[src/rtl/prescaled_timer.sv]
module prescaled_timer #(
  parameter int CNT_W = 8
) (
  input  logic             clk,
  input  logic             rst_n,
  input  logic             bus_we,
  input  logic [2:0]       bus_addr,
  input  logic [CNT_W-1:0] bus_wdata,
  output logic [CNT_W-1:0] bus_rdata,
  input  logic             irq_gie,
  output logic             irq_ovf,
  output logic             irq_cmpa,
  output logic             irq_cmpb
);
  localparam int PRE_W = 10;
  localparam logic [CNT_W-1:0] TOP = {CNT_W{1'b1}};
  localparam logic [2:0] A_CNT = 3'd0, A_CMPA = 3'd1, A_CMPB = 3'd2,
                         A_CTLA = 3'd3, A_CTLB = 3'd4, A_FLG = 3'd5, A_MSK = 3'd6;

  logic [CNT_W-1:0] cnt, cmpa, cmpb;
  logic [1:0]       ctla;
  logic [3:0]       ctlb;
  logic [2:0]       flags, mask;
  logic [PRE_W-1:0] pre, pmask;
  logic             running, tick;

  wire [2:0] cs   = ctlb[2:0];
  wire [2:0] mode = {ctlb[3], ctla};

  always_comb begin
    running = 1'b1;
    case (cs)
      3'd1:    pmask = PRE_W'(0);
      3'd2:    pmask = PRE_W'(7);
      3'd3:    pmask = PRE_W'(63);
      3'd4:    pmask = PRE_W'(255);
      3'd5:    pmask = PRE_W'(1023);
      default: begin pmask = '0; running = 1'b0; end
    endcase
  end

  always_ff @(posedge clk) begin
    if (!rst_n || !running) pre <= '0;
    else                    pre <= pre + 1'b1;
  end

  assign tick = running && ((pre & pmask) == pmask);

  wire wr_cnt = bus_we && bus_addr == A_CNT;
  wire wr_flg = bus_we && bus_addr == A_FLG;
  wire cnt_chg = wr_cnt || tick;
  wire [CNT_W-1:0] cnt_nv = wr_cnt ? bus_wdata : cnt + 1'b1;
  wire hit_a = cnt_chg && cmpa != '0 && cnt_nv == cmpa;
  wire hit_b = cnt_chg && cmpb != '0 && cnt_nv == cmpb;
  wire ctc_clr = hit_a && mode == 3'd2;
  wire wrap = tick && !wr_cnt && cnt == TOP &&
              (mode == 3'd0 || mode == 3'd1 || mode == 3'd3);
  wire [2:0] evt = {hit_b, hit_a, wrap || ctc_clr};

  wire [2:0] pend  = flags & mask & {3{irq_gie}};
  wire [2:0] serve = pend & (~pend + 3'd1);
  assign {irq_cmpb, irq_cmpa, irq_ovf} = serve;

  always_ff @(posedge clk) begin
    if (!rst_n) begin
      cnt <= '0; cmpa <= '0; cmpb <= '0;
      ctla <= '0; ctlb <= '0; flags <= '0; mask <= '0;
    end else begin
      if (cnt_chg) cnt <= ctc_clr ? '0 : cnt_nv;
      flags <= ((wr_flg ? bus_wdata[2:0] : flags) & ~serve) | evt;
      if (bus_we) begin
        case (bus_addr)
          A_CMPA: cmpa <= bus_wdata;
          A_CMPB: cmpb <= bus_wdata;
          A_CTLA: ctla <= bus_wdata[1:0];
          A_CTLB: ctlb <= bus_wdata[3:0];
          A_MSK:  mask <= bus_wdata[2:0];
          default: ;
        endcase
      end
    end
  end

  always_comb begin
    case (bus_addr)
      A_CNT:   bus_rdata = cnt;
      A_CMPA:  bus_rdata = cmpa;
      A_CMPB:  bus_rdata = cmpb;
      A_CTLA:  bus_rdata = CNT_W'(ctla);
      A_CTLB:  bus_rdata = CNT_W'(ctlb);
      A_FLG:   bus_rdata = CNT_W'(flags);
      A_MSK:   bus_rdata = CNT_W'(mask);
      default: bus_rdata = '0;
    endcase
  end

  a_r3_stopped_holds: assert property (@(posedge clk) disable iff (!rst_n)
    (!running && !wr_cnt) |=> $stable(cnt));
  a_r4_wrap_to_zero: assert property (@(posedge clk) disable iff (!rst_n)
    (tick && !wr_cnt && cnt == TOP && !ctc_clr) |=> cnt == '0);
  a_r5_zero_cmp_silent: assert property (@(posedge clk) disable iff (!rst_n)
    ($rose(flags[1]) && !$past(wr_flg)) |-> $past(cmpa) != '0);
  a_r7_ctc_clear: assert property (@(posedge clk) disable iff (!rst_n)
    ctc_clr |=> (cnt == '0 && flags[0]));
  a_r8_one_request: assert property (@(posedge clk) disable iff (!rst_n)
    $onehot0({irq_cmpb, irq_cmpa, irq_ovf}));
  a_r8_served_clears: assert property (@(posedge clk) disable iff (!rst_n)
    (irq_ovf && !evt[0] && !wr_flg) |=> !flags[0]);
endmodule

[config.mk]
export PLATFORM = sky130hd
export DESIGN_NAME = prescaled_timer
export DESIGN_NICKNAME = d
export VERILOG_FILES = /design/src/rtl/prescaled_timer.sv
export SDC_FILE = /design/constraint.sdc
export NUM_CORES = 1
export LEC_CHECK = 0
export BUFFER_PORTS_ARGS = -buffer_cell sky130_fd_sc_hd__clkbuf_2
export CAP_MARGIN = 5
export CORE_ASPECT_RATIO = 1.4
export CORE_MARGIN = 2
export CORE_UTILIZATION = 40
export CTS_CLUSTER_DIAMETER = 60
export DETAILED_ROUTE_END_ITERATION = 10
export GPL_TIMING_DRIVEN = 0
export PLACE_DENSITY = 0.59
export SETUP_SLACK_MARGIN = 0.3
export SLEW_MARGIN = 20
export SYNTH_ARGS = -nofsm -noshare
export SYNTH_HDL_FRONTEND = slang
export SYNTH_SLANG_ARGS = --single-unit
[constraint.sdc]
create_clock -name clk -period 4.9 [get_ports clk]
set_input_delay 0.98 -clock clk [delete_from_list [all_inputs] [get_ports clk]]
set_output_delay 0.98 -clock clk [all_outputs]
set_load 0.01 [all_outputs]
# Word level (Yosys, flattened, before mapping)

Cells that the tools add are included.

Register bits: 46
Logic and storage cells: 72
Bits of input ports: 15
Output and inout bits: 11

Add/subtract/negate cells: 3
Equality and inequality tests: 18
Bitwise operators: 8
Reductions and logical operators: 29
Multiplexer cells: 6

Operators by type and width:

| operator                                                        | count |
|---|---|
| 8-bit one-hot mux with 7 select lines                           | 1 |
| 10-bit one-hot mux with 4 select lines                          | 1 |
| 3-bit by 2-bit == test with 1-bit output, second input constant | 6 |
| 8-bit == test                                                   | 2 |
| 8-bit two-way mux                                               | 2 |
| 8-bit nonzero test                                              | 2 |
| 3-bit == test, second input constant                            | 5 |
| 3-bit bitwise AND                                               | 4 |
| 1-bit logical AND                                               | 11 |
| 10-bit by 1-bit adder with 10-bit output, second input constant | 1 |
| 10-bit bitwise AND                                              | 1 |
| 10-bit == test                                                  | 1 |
| 2-bit AND reduction                                             | 5 |
| 3-bit by 1-bit == test with 1-bit output, second input constant | 3 |
| 8-bit by 1-bit adder with 8-bit output, second input constant   | 1 |
| 8-bit == test, second input constant                            | 1 |
| 3-bit logical NOT                                               | 2 |
| 3-bit NOT                                                       | 2 |
| 1-bit logical OR                                                | 5 |
| 5-bit OR reduction                                              | 1 |
| 3-bit by 1-bit adder with 3-bit output, second input constant   | 1 |
| 1-bit logical NOT                                               | 3 |
| 3-bit two-way mux                                               | 1 |
| 3-bit bitwise OR                                                | 1 |
| 1-bit two-way mux                                               | 1 |

# Longest topological paths before layout

Depth in word-level cells: 11
Mapped depth: 10
Gate-level depth less buffers: 9

# Least setup slack after synthesis

Ideal clock, no wire load.

Path type: input port to flip-flop
Start: input port bus_addr[0]
End: register cnt[6]
Library setup time: 0.122 ns
Path slack: 1.543 ns
Data required time: 4.778 ns
Cell stages on the path: 10
Data arrival time: 3.236 ns
Path buffers: 3
Cells stage by stage: buf_6 > or4b_4 > buf_6 > buf_2 > o21bai_1 > o221ai_1 > or3_1 > o41ai_4 > nor2_2 > a221o_1

Cells in the longest elaborated chain, start to end: 7
Elaborated cells between the ends (all ways): 9
Those cells by class: 1 x eq/ne; 2 x mux; 6 x reduce/logical

RTL lines:

| element                                                      | line   | text |
|---|---|---|
| start: declaration                                           | 7      | `input logic [2:0] bus_addr,` |
| 3-bit logical NOT (*)                                        | 49     | `wire wr_cnt = bus_we && bus_addr == A_CNT;` |
| 1-bit logical AND (*)                                        | 49     |  |
| 8-bit two-way mux / 1-bit logical OR (equally long branches) | 52, 51 |  |
| 8-bit == test / 1-bit logical AND (equally long branches)    | 53     | `wire hit_a = cnt_chg && cmpa != '0 && cnt_nv == cmpa;` |
| 1-bit logical AND                                            | 53     |  |
| 1-bit logical AND                                            | 55     | `wire ctc_clr = hit_a && mode == 3'd2;` |
| 8-bit two-way mux                                            | 69     | `if (cnt_chg) cnt <= ctc_clr ? '0 : cnt_nv;` |
| end signal: assignment                                       | 69     |  |
| end: declaration                                             | 20     | `logic [CNT_W-1:0] cnt, cmpa, cmpb;` |

Every way passes the cells marked *; elsewhere a longest branch is shown, timed or not.
A chain may end at the register's enable or synchronous reset.

# Worst setup path in the final report

Start: input port bus_addr[2]
End: output port bus_rdata[0]

Cells in the longest elaborated chain, start to end: 2
Elaborated cells between the ends (all ways): 8
Those cells by class: 6 x eq/ne; 1 x mux; 1 x reduce/logical

RTL lines:

| element                                   | line | text |
|---|---|---|
| 3-bit == test (tied with other cells)     | 85   | `case (bus_addr)` |
| 8-bit one-hot mux with 7 select lines (*) | 85   |  |
| end: declaration                          | 9    | `output logic [CNT_W-1:0] bus_rdata,` |

Marks and branches as above.

==> results.sh <==
export IMPL_gp_congestion=0.953
export IMPL_tritoncts="done"
export IMPL_worstPathMaxFanout=10
export IMPL_wirelength_mm=8.28
export IMPL_worstPathCellList="clkbuf_2, buf_1, clkbuf_1, nand3b_1, o21ai_0, a21oi_1, o211ai_1, clkbuf_2"
export IMPL_syn_cell_area_um2=2940
export IMPL_async_flop_share_pct=0
export IMPL_crit_required_ns=3.92
export IMPL_slew_violations=0
export IMPL_cp_arrival_ns=2.54
export IMPL_synth_edf_count=0
export IMPL_synth_cell_types=55
export IMPL_worstSetupPathType="in2out"
export IMPL_min_period_ns=3.52
export IMPL_power_density_nw_per_um2=226
export IMPL_dr_pass1_iters=4
export IMPL_critPathTopFamily="buffers and inverters"
export IMPL_synthFlopType="dfxtp_1"
export IMPL_syn_area_per_cell_um2=7.90
export IMPL_stdcell_count=499
export IMPL_antenna_found_initial=0
export IMPL_grt_pass1_wl_mm=13.7
export IMPL_hpwl_mm=6.40
export IMPL_insertion_delay_ns=0.30
export IMPL_switchingPower_uw=206
export IMPL_path_buf_inv=4
export IMPL_cts_sinks=46
export IMPL_layout_drive_gt1_share_pct=10.7
export IMPL_placed_cells=491
export IMPL_synth_top_cell_by_area="dfxtp_1"
export IMPL_cap_violations=0
export IMPL_timing_final_crit_share_pct=71.9
export IMPL_leakage_uw=0.00122
export IMPL_slew_limit_headroom_pct=40.6
export IMPL_fmax_mhz=284
export IMPL_drc=0
export IMPL_fillers=776
export IMPL_nets=418
export IMPL_status="complete, no violations"
export IMPL_drtIter0Drc=108
export IMPL_cts_max_path_buffers=2
export IMPL_skew_ns=0.0104
export IMPL_via_count=2754
export IMPL_start_util_pct=40.7
export IMPL_ys_ff_latch=46
export IMPL_antenna_diode_count=0
export IMPL_fin_ws_ns=1.38
export IMPL_cts_setup_buffers=0
export IMPL_hold_viol_final=0
export IMPL_vias_per_cell=5.52
export IMPL_rsz0062_at_grt="no"
export IMPL_coreArea_um2=7220
export IMPL_port_buffer_count=22
export IMPL_ios=26
export IMPL_cts_resized=0
export IMPL_worst_slew_pin_slew_ns=0.888
export IMPL_holdWs_ns=0.455
export IMPL_critical_path_max_stage_delay_ns=0.38
export IMPL_cp_end_kind="output pin"
export IMPL_finalSetupTns_ns=0
export IMPL_preCtsSetupSlack_ns=1.22
export IMPL_gr_total_overflow=0
export IMPL_cell_internal_pwr_uw=534
export IMPL_synth_common_cells="nand2_1 (63), dfxtp_1 (46), nor2_1 (32)"
export IMPL_synthTopCellsByArea="dfxtp_1 (31%), nand2_1 (8.0%), mux2i_1 (7.5%), a21boi_0 (4.6%), xnor2_1 (4.2%)"
export IMPL_cpMostUsedCell="clkbuf_2"
export IMPL_slowest_stage="clkbuf_1"
export IMPL_holdCritPathClass="reg2reg"
export IMPL_wire_per_inst_um=16.6
export IMPL_area_delta_synth_final_pct=11.1
export IMPL_critPathLaunchType="input pin"
export IMPL_clock_power_share_pct=33.6
export IMPL_grt_pass1_vias=2664
export IMPL_power_frac_seq_pct=52.6
export IMPL_pwr_share_comb_pct=13.9
export IMPL_die_h_um=105
export IMPL_cts_clk_slew_worst_paths_ns=0.09
export IMPL_synth_nets=389
export IMPL_grt_usage_pct=21.5
export IMPL_yosys_warnings=0
export IMPL_synth_most_common_cell="nand2_1"
export IMPL_synth_top_cell_area_share_pct=31.3
export IMPL_htreeDepth=2
export IMPL_swShare_pct=27.9
export IMPL_setup_viol_count_final=0
export IMPL_ys_seq_area_share_pct=31.3
export IMPL_cts_root_buf="clkbuf_8"
export IMPL_vdd_ir_drop_worst_uv=102
export IMPL_die_width_um=76.5
export IMPL_antenna_left=0
export IMPL_grt_max_degree=15
export IMPL_rows=37
export IMPL_hold_buffers=0
export IMPL_synth_cells=372
export IMPL_dieArea_um2=8060
export IMPL_numCtsBuffers=5
-- cell type report --
class	instances	area, um2	share of cell area [%]
Timing Repair Buffer	22	110	3.37
Buffer	21	95.1	2.91
Multi-Input combinational cell	299	1900	58.2
Inverter	6	22.5	0.689
Sequential cell	46	921	28.2
Clock inverter	2	12.5	0.383
Tap cell	97	121	3.72
Clock buffer	6	82.6	2.53
-- power by group through the flow --
stage          sequential (uW)  clock (uW)  combinational (uW)
4_1_cts                    389         259                 102
2_1_floorplan              394           0                71.1
3_5_place_dp               398           0                 102
6_report                   389         248                 102
5_1_grt                    390         267                 113
3_3_place_gp               398           0                 100
-- routing by layer --
metal | GRT usage [%] | up-vias | part of all wire [%]
met3 | 3.00 | 19 | 3.6
li1 | - | 1363 | -
met4 | 8.57 | 0 | 3.2
met2 | 38.5 | 68 | 51
met5 | 0 | - | 0
met1 | 25.6 | 1304 | 42
-- metrics by stage --
stage,power [uW],cell area (um2),utilization [%]
finish,740,3270,45.2
global route,770,3270,45.2
CTS,750,3270,45.2
detailed placement,499,3170,43.9
global placement,498,3170,43.9
floorplan,465,2940,-
-- sequential cells by signal, summed over array words and instances, names as in the netlist --
register and count:
cmpb 8, mask 3, cmpa 8, ctla 2, cnt 8, ctlb 4
pre 10, flags 3
-- cells by family after synthesis --
| logic type | after synthesis | synth area share [%] |
|---|---|---|
| mux | 25 | 9.02 |
| compound gates | 78 | 19.1 |
| fa+ha+maj | 2 | 0.851 |
| xor+xnor | 28 | 8.34 |
| flops | 46 | 31.3 |
| simple gates | 166 | 27.4 |
| buf+inv | 27 | 4.00 |
-- worst reg2reg max path: cells and delay by family (launching register included) --
kind / cells / cell delay [ns]
AOI/OAI and AO/OA: 5 / 1.37
and+or+nand+nor: 3 / 0.87
buffers and inverters: 1 / 0.33
DFF: 1 / 0.31
-- cells in the final DEF, fill, tap and decap left out, types with 3 or more instances in the layout --
cell type  instances
a31oi_1            3
nor2b_1           17
o22ai_1            3
inv_1              6
a21oi_1           12
clkbuf_8           6
nand4_1            6
nor4_1             5
a21boi_0          18
o21ai_0           13
nor3_1             5
xor2_1            14
and2_1             3
nand3_1           14
or3_1              3
a22oi_1            5
dfxtp_1           46
o21a_1             3
mux2i_1           22
and3_1             4
xnor2_1           14
nand2b_1           3
nand2_1           63
nor2_1            32
clkbuf_2          22
clkbuf_1          16
o31ai_1            4
-- worst paths after layout --
kind | cells after the start | to | startpoint | slack (ns)
worst max-delay path | 8 | bus_rdata[0] | bus_addr[2] | 1.38
worst min-delay path | 1 | pre[0] | pre[0] | 0.45
worst min register to register | 1 | pre[0] | pre[0] | 0.45
worst max register to register | 9 | cnt[3] | cnt[2] | 1.90
No activity file was read; power rests on OpenSTA's default activity.
